--- src/rtl/tdm_tx_pkg.sv ---
package tdm_tx_pkg;

   typedef enum logic [2:0] {
      ADDR_MASK_LO = 3'd0,
      ADDR_MASK_HI = 3'd1,
      ADDR_HOLD    = 3'd2,
      ADDR_SKIP    = 3'd3,
      ADDR_UR_CLR  = 3'd4
   } tx_addr_e;

   localparam int HALF_W = 16;
   localparam int MASK_W = 32;

endpackage

--- src/rtl/tdm_frame_ctr.sv ---
module tdm_frame_ctr #(
   parameter int SLOTS   = 8,
   parameter int WORD_W  = 8,
   parameter int CLK_DIV = 1,
   localparam int SLOT_W = $clog2(SLOTS),
   localparam int BIT_W  = (WORD_W > 1) ? $clog2(WORD_W) : 1
) (
   input  logic              clk,
   input  logic              rst_n,
   output logic              tick,
   output logic              slot_start,
   output logic              frame_start,
   output logic [SLOT_W-1:0] slot_idx,
   output logic [SLOT_W-1:0] next_slot,
   output logic              fsync
);

   localparam logic [BIT_W-1:0]  LAST_BIT  = BIT_W'(WORD_W - 1);
   localparam logic [SLOT_W-1:0] LAST_SLOT = SLOT_W'(SLOTS - 1);

   logic [BIT_W-1:0] bit_idx;

   // bit-period strobe: every clock, or every CLK_DIV clocks
   generate
      if (CLK_DIV == 1) begin : g_nodiv
         assign tick = 1'b1;
      end else begin : g_div
         localparam int DIV_W = $clog2(CLK_DIV);
         localparam logic [DIV_W-1:0] DIV_LAST = DIV_W'(CLK_DIV - 1);
         logic [DIV_W-1:0] div_cnt;
         always_ff @(posedge clk) begin
            if (!rst_n)               div_cnt <= '0;
            else if (div_cnt == DIV_LAST) div_cnt <= '0;
            else                      div_cnt <= div_cnt + DIV_W'(1);
         end
         assign tick = (div_cnt == DIV_LAST);
      end
   endgenerate

   assign slot_start  = tick && (bit_idx == LAST_BIT);
   assign frame_start = slot_start && (slot_idx == LAST_SLOT);
   assign next_slot   = (slot_idx == LAST_SLOT) ? '0 : slot_idx + SLOT_W'(1);

   // counters reset to the last bit of the last slot, so the first
   // strobe after reset opens slot 0 of frame one
   always_ff @(posedge clk) begin
      if (!rst_n) begin
         bit_idx  <= LAST_BIT;
         slot_idx <= LAST_SLOT;
      end else if (tick) begin
         if (bit_idx == LAST_BIT) begin
            bit_idx  <= '0;
            slot_idx <= next_slot;
         end else begin
            bit_idx <= bit_idx + BIT_W'(1);
         end
      end
   end

   assign fsync = (slot_idx == '0) && (bit_idx == '0);

endmodule

--- src/rtl/tdm_mask_regs.sv ---
module tdm_mask_regs
   import tdm_tx_pkg::*;
#(
   parameter int SLOTS = 8,
   localparam int SLOT_W = $clog2(SLOTS)
) (
   input  logic              clk,
   input  logic              rst_n,
   input  logic              reg_wr,
   input  logic [2:0]        reg_addr,
   input  logic [HALF_W-1:0] reg_wdata,
   input  logic              slot_start,
   input  logic              frame_start,
   input  logic [SLOT_W-1:0] next_slot,
   output logic [HALF_W-1:0] reg_rdata,
   output logic              slot_en,
   output logic              skip_now
);

   logic [HALF_W-1:0] half_q [2];
   logic [MASK_W-1:0] mask_all;
   logic [SLOTS-1:0]  shadow_q;
   logic [SLOTS-1:0]  mask_eff;
   logic              skip_q;
   logic              skip_wr;

   // two software-visible halves, each reset to all ones
   generate
      for (genvar h = 0; h < 2; h++) begin : g_half
         localparam logic [2:0] MY_ADDR = (h == 0) ? ADDR_MASK_LO : ADDR_MASK_HI;
         always_ff @(posedge clk) begin
            if (!rst_n)                             half_q[h] <= '1;
            else if (reg_wr && reg_addr == MY_ADDR) half_q[h] <= reg_wdata;
         end
      end
   endgenerate

   assign mask_all = {half_q[1], half_q[0]};

   // shadow is refreshed as slot 0 opens; slot 0 itself already sees the new mask
   always_ff @(posedge clk) begin
      if (!rst_n)           shadow_q <= '1;
      else if (frame_start) shadow_q <= mask_all[SLOTS-1:0];
   end

   assign mask_eff = frame_start ? mask_all[SLOTS-1:0] : shadow_q;
   assign slot_en  = mask_eff[next_slot];

   // one-shot skip: armed by a write, spent by the next slot start
   assign skip_wr = reg_wr && (reg_addr == ADDR_SKIP);

   always_ff @(posedge clk) begin
      if (!rst_n)          skip_q <= 1'b0;
      else if (skip_wr)    skip_q <= 1'b1;
      else if (slot_start) skip_q <= 1'b0;
   end

   assign skip_now = skip_q;

   always_comb begin
      case (reg_addr)
         ADDR_MASK_LO: reg_rdata = half_q[0];
         ADDR_MASK_HI: reg_rdata = half_q[1];
         default:      reg_rdata = '0;
      endcase
   end

endmodule

--- src/rtl/tdm_tx_datapath.sv ---
module tdm_tx_datapath #(
   parameter int WORD_W = 8
) (
   input  logic              clk,
   input  logic              rst_n,
   input  logic              tick,
   input  logic              slot_start,
   input  logic              slot_en,
   input  logic              skip_now,
   input  logic              hold_wr,
   input  logic              ur_clr,
   input  logic [WORD_W-1:0] hold_wdata,
   output logic              tx_sd,
   output logic              tx_oe,
   output logic              empty_flag,
   output logic              underrun_flag,
   output logic              empty_irq
);

   logic [WORD_W-1:0] hold_q;
   logic [WORD_W-1:0] shift_q;
   logic              fresh_q;
   logic              oe_q;
   logic              live_start;

   assign live_start = slot_start && slot_en;

   always_ff @(posedge clk) begin
      if (!rst_n)       hold_q <= '0;
      else if (hold_wr) hold_q <= hold_wdata;
   end

   // transfer happens every slot, enabled or not
   always_ff @(posedge clk) begin
      if (!rst_n) begin
         shift_q <= '0;
         oe_q    <= 1'b0;
      end else if (slot_start) begin
         shift_q <= hold_q;
         oe_q    <= slot_en && !skip_now;
      end else if (tick) begin
         shift_q <= {shift_q[WORD_W-2:0], 1'b0};
      end
   end

   // fresh: a word has been written since the last enabled transfer
   always_ff @(posedge clk) begin
      if (!rst_n)          fresh_q <= 1'b0;
      else if (hold_wr)    fresh_q <= 1'b1;
      else if (live_start) fresh_q <= 1'b0;
   end

   always_ff @(posedge clk) begin
      if (!rst_n) begin
         empty_flag    <= 1'b0;
         underrun_flag <= 1'b0;
         empty_irq     <= 1'b0;
      end else begin
         empty_irq <= live_start;
         if (live_start)   empty_flag <= 1'b1;
         else if (hold_wr) empty_flag <= 1'b0;
         if (live_start && !fresh_q) underrun_flag <= 1'b1;
         else if (ur_clr)            underrun_flag <= 1'b0;
      end
   end

   assign tx_oe = oe_q;
   assign tx_sd = oe_q & shift_q[WORD_W-1];

endmodule

--- src/rtl/tdm_tx_slotmask.sv ---
module tdm_tx_slotmask
   import tdm_tx_pkg::*;
#(
   parameter int SLOTS   = 8,
   parameter int WORD_W  = 8,
   parameter int CLK_DIV = 1,
   localparam int SLOT_W = $clog2(SLOTS)
) (
   input  logic              clk,
   input  logic              rst_n,
   input  logic              reg_wr,
   input  logic [2:0]        reg_addr,
   input  logic [15:0]       reg_wdata,
   output logic [15:0]       reg_rdata,
   output logic              tx_sd,
   output logic              tx_oe,
   output logic              fsync,
   output logic [SLOT_W-1:0] slot_num,
   output logic              empty_flag,
   output logic              underrun_flag,
   output logic              empty_irq
);

   generate
      if (SLOTS < 2 || SLOTS > MASK_W) begin : g_bad_slots
         $error("SLOTS must lie in 2..32");
      end
      if (WORD_W < 2 || WORD_W > HALF_W) begin : g_bad_word
         $error("WORD_W must lie in 2..16");
      end
      if (CLK_DIV < 1) begin : g_bad_div
         $error("CLK_DIV must be at least 1");
      end
   endgenerate

   logic              tick;
   logic              slot_start;
   logic              frame_start;
   logic [SLOT_W-1:0] next_slot;
   logic              slot_en;
   logic              skip_now;
   logic              hold_wr;
   logic              ur_clr;

   assign hold_wr = reg_wr && (reg_addr == ADDR_HOLD);
   assign ur_clr  = reg_wr && (reg_addr == ADDR_UR_CLR);

   tdm_frame_ctr #(
      .SLOTS(SLOTS), .WORD_W(WORD_W), .CLK_DIV(CLK_DIV)
   ) u_ctr (
      .clk(clk), .rst_n(rst_n), .tick(tick), .slot_start(slot_start),
      .frame_start(frame_start), .slot_idx(slot_num),
      .next_slot(next_slot), .fsync(fsync)
   );

   tdm_mask_regs #(.SLOTS(SLOTS)) u_mask (
      .clk(clk), .rst_n(rst_n), .reg_wr(reg_wr), .reg_addr(reg_addr),
      .reg_wdata(reg_wdata), .slot_start(slot_start),
      .frame_start(frame_start), .next_slot(next_slot),
      .reg_rdata(reg_rdata), .slot_en(slot_en), .skip_now(skip_now)
   );

   tdm_tx_datapath #(.WORD_W(WORD_W)) u_dp (
      .clk(clk), .rst_n(rst_n), .tick(tick), .slot_start(slot_start),
      .slot_en(slot_en), .skip_now(skip_now), .hold_wr(hold_wr),
      .ur_clr(ur_clr), .hold_wdata(reg_wdata[WORD_W-1:0]),
      .tx_sd(tx_sd), .tx_oe(tx_oe), .empty_flag(empty_flag),
      .underrun_flag(underrun_flag), .empty_irq(empty_irq)
   );

endmodule

--- config.mk ---
export PLATFORM = sky130hd
export DESIGN_NAME = tdm_tx_slotmask
export DESIGN_NICKNAME = d
export VERILOG_FILES = /design/src/rtl/tdm_tx_pkg.sv /design/src/rtl/tdm_frame_ctr.sv /design/src/rtl/tdm_mask_regs.sv /design/src/rtl/tdm_tx_datapath.sv /design/src/rtl/tdm_tx_slotmask.sv
export SDC_FILE = /design/constraint.sdc
export NUM_CORES = 1
export LEC_CHECK = 0
export ABC_AREA = 0
export BUFFER_PORTS_ARGS = -buffer_cell sky130_fd_sc_hd__buf_2
export CAP_MARGIN = 15
export CORE_MARGIN = 2
export CORE_UTILIZATION = 38
export DETAILED_ROUTE_END_ITERATION = 8
export HOLD_SLACK_MARGIN = 0.12
export PLACE_DENSITY = 0.57
export SETUP_SLACK_MARGIN = 0.1
export SLEW_MARGIN = 10
export SYNTH_ARGS = -nofsm -noshare
export SYNTH_HDL_FRONTEND = slang
export SYNTH_HIERARCHICAL = 1
export SYNTH_SLANG_ARGS = --single-unit
--- constraint.sdc ---
create_clock -name clk -period 2.2 [get_ports clk]
set_input_delay 0 -clock clk [delete_from_list [all_inputs] [get_ports clk]]
set_output_delay 0 -clock clk [all_outputs]
set_load 0.1 [all_outputs]
==> results_dict.tcl <==
set metrics [dict create \
    cts-root-buf "clkbuf_8" \
    drv_slew 0 \
    cp_common_cell "ha_4" \
    crit_chain "ha_4, ha_4, nor2_4, mux4_2, mux2i_1, mux2i_2, a21boi_1, o21a_1" \
    p_int_w 0.00264 \
    h-tree-depth 3 \
    seqPwrFrac_pct 39.6 \
    start_util_pct 38.5 \
    syn_area_um2 3120 \
    fin_setup_tns_ns 0 \
    swShare_pct 33.0 \
    maxCapViolations 0 \
    drt_first_pass_iters 4 \
    hold_viol_final 0 \
    ys_seq_area_share_pct 54.0 \
    ys_seq_elements 68 \
    grt_start_max_net_pins 40 \
    syn_nets 273 \
    die-area_um2 8940 \
    timing.fmax_mhz 493 \
    dieWidth_um 94.6 \
    multi_input_area_um2 1360 \
    cts.clk_slew.worst_paths_ns 0.08 \
    grt_pass1_vias 2094 \
    cts_tree "built" \
    fillers 758 \
    cts_sinks 68 \
    grt_setup_unrepaired "true" \
    finalCriticalPeriod_ns 2.03 \
    grt_first_pass_wirelength_mm 10.3 \
    diodes 0 \
    synthCells 244 \
    outcome "complete, no violations" \
    post-route-period-util_pct 92.2 \
    numCtsBuffers 9 \
    drc_errors 0 \
    timing.slew.headroom_pct 58.3 \
    yosysUniqueCellTypes 40 \
    nets 345 \
    leakage_nw 1.61 \
    pwr-share-comb_pct 28.3 \
    finClkSkew_ns 0.00839 \
    row_count 33 \
    place_hpwl_mm 4.04 \
    yosys_most_used_dff "dfxtp_1" \
    arrival_ns 2.32 \
    io_pins 47 \
    peakVddDrop_mv 0.450 \
    regArea_um2 1690 \
    path_class "reg2reg" \
    pwr_density_cell_nw_per_um2 997 \
    worst_path_largest_cell_delay_ns 0.53 \
    grt_use_total_pct 15.3 \
    overflow 0 \
    async_flop_share_pct 0 \
    hp-class "in2reg" \
    setup_viol 0 \
    crit_path_start_kind "flop" \
    wire_per_inst_um 14.4 \
    worstMarginPinSlew_ns 0.625 \
    dp.cells 389 \
    critical_path.slowest_cell "mux4_2" \
    yosysWarnings 6 \
    die_y_um 94.6 \
    drt_iter0_drc 76 \
    drive_gt1_share_pct 33.0 \
    vias_per_cell 4.84 \
    syn2layout_area_growth_pct 26.6 \
    clkPwrFrac_pct 32.1 \
    port_buffers 46 \
    required_ns 2.49 \
    p_switching_w 0.00130 \
    coreArea_um2 8090 \
    layout.cells.non_filler 426 \
    whs_ns 0.154 \
    syn_avg_cell_area_um2 12.8 \
    ant_nets 0 \
    via_count 2061 \
    clk_path_buf_depth 2 \
    crit_fanout 5 \
    wl_mm 6.15 \
    critPathCaptureType "flop" \
    antenna_found_initial 0 \
    clk_latency_ns 0.34 \
    synth-edff-count 32 \
    gp_congestion 0.690 \
]
[registers in the layout, summed over array words and instances (netlist names)]
signal and flops:
u_dp/underrun_flag 1, u_dp/empty_irq 1, u_dp/hold_q 8, u_mask/shadow_q 8, u_mask/half_q 32, u_dp/fresh_q 1
u_ctr/bit_idx 3, u_dp/tx_oe 1, u_dp/empty_flag 1, u_ctr/slot_idx 3, u_dp/shift_q 8, u_mask/skip_now 1
[final timing paths]
kind / cells after the start / endpoint / slack (ns) / from
setup / recovery: 8 / u_dp/fresh_q / 0.17 / u_ctr/slot_idx[0]
hold reg to reg: 2 / u_dp/shift_q[0] / 0.46 / u_dp/hold_q[0]
hold / removal: 3 / u_ctr/slot_idx[2] / 0.15 / rst_n
setup reg to reg: 8 / u_dp/fresh_q / 0.17 / u_ctr/slot_idx[0]
[worst max-delay path: cells and delay by family, from the launching register on]
kind | cells | cell delay [ns]
fa+ha+maj | 2 | 0.32
simple gates | 1 | 0.17
flops | 1 | 0.37
compound gates | 2 | 0.27
mux | 3 | 0.85
[cells in the final DEF (no fill, tap or decap), drive strengths merged, types with 6 or more instances in the layout]
cell type / n
edfxtp: 32
nor2b: 8
mux2i: 20
o211a: 7
or2: 16
ha: 7
dlygate4sd3: 19
a21boi: 6
clkbuf: 9
nand2b: 29
dfxtp: 36
mux2: 7
a22o: 16
buf: 56
nand2: 15
[cell usage after synthesis, drive strengths merged, types with 6 or more instances]
cell	instances	area, um2
mux2i	20	200
nand2b	29	181
a22o	16	140
buf	11	88.8
ha	7	87.6
o211a	7	70.1
or2	16	100
edfxtp	32	961
nand2	15	56.3
dfxtp	36	721
a21boi	6	45.1
mux2	7	105
nor2b	8	50.1
[cell families after synthesis]
family / after synthesis / synth area share [%]
AO/OA/AOI/OAI: 33 / 9.07
adder cells (fa/ha/maj): 7 / 2.81
buffers and inverters: 18 / 3.81
flip-flops: 68 / 54.0
multiplexers: 31 / 12.8
other: 1 / 0.120
AND/OR/NAND/NOR: 86 / 17.4
[repair_timing]
item | CTS | global route
setup buffers | 0 | 2
hold buffers | 19 | 0
gates resized for setup | 2 | 1
hold endpoints to repair | 41 | 0
endpoints found under the setup margin | 1 | 5
pin swaps | 2 | 2
[per-layer routing]
layer | global-route usage [%] | wire (um) | up-vias
met1 | 18.8 | 2770 | 1005
met3 | 5.27 | 233 | 4
met2 | 25.5 | 3100 | 36
li1 | - | - | 1016
met4 | 4.35 | 47 | 0
met5 | 0 | 0 | -
[through the flow]
step / power [W] / setup slack [ns] / utilization, % / instance area, um2
2_1_floorplan: 0.00245 / 0.101 / - / 3170
3_3_place_gp: 0.00262 / 0.121 / 43.0 / 3480
3_5_place_dp: 0.00264 / 0.0954 / 43.0 / 3480
4_1_cts: 0.00394 / 0.102 / 48.5 / 3920
6_report: 0.00393 / 0.171 / 48.8 / 3950
5_1_grt: 0.00412 / 0.0302 / 48.8 / 3950
[power by group through the flow]
stage / registers, W / logic [W] / clock network, W
3_3_place_gp: 0.00159 / 0.00104 / 0
3_5_place_dp: 0.00159 / 0.00105 / 0
5_1_grt: 0.00158 / 0.00120 / 0.00135
2_1_floorplan: 0.00183 / 0.000622 / 0
6_report: 0.00156 / 0.00111 / 0.00126
4_1_cts: 0.00156 / 0.00109 / 0.00130
[area by class of cell]
type	count	share of cell area (%)
timing repair buffer	75	12.6
tap	105	3.33
multi-input combinational	158	34.6
clock buffer	9	3.14
clock inverter	7	3.14
sequential	68	42.9
inverter	4	0.380
No activity file was read; power rests on OpenSTA's default activity.
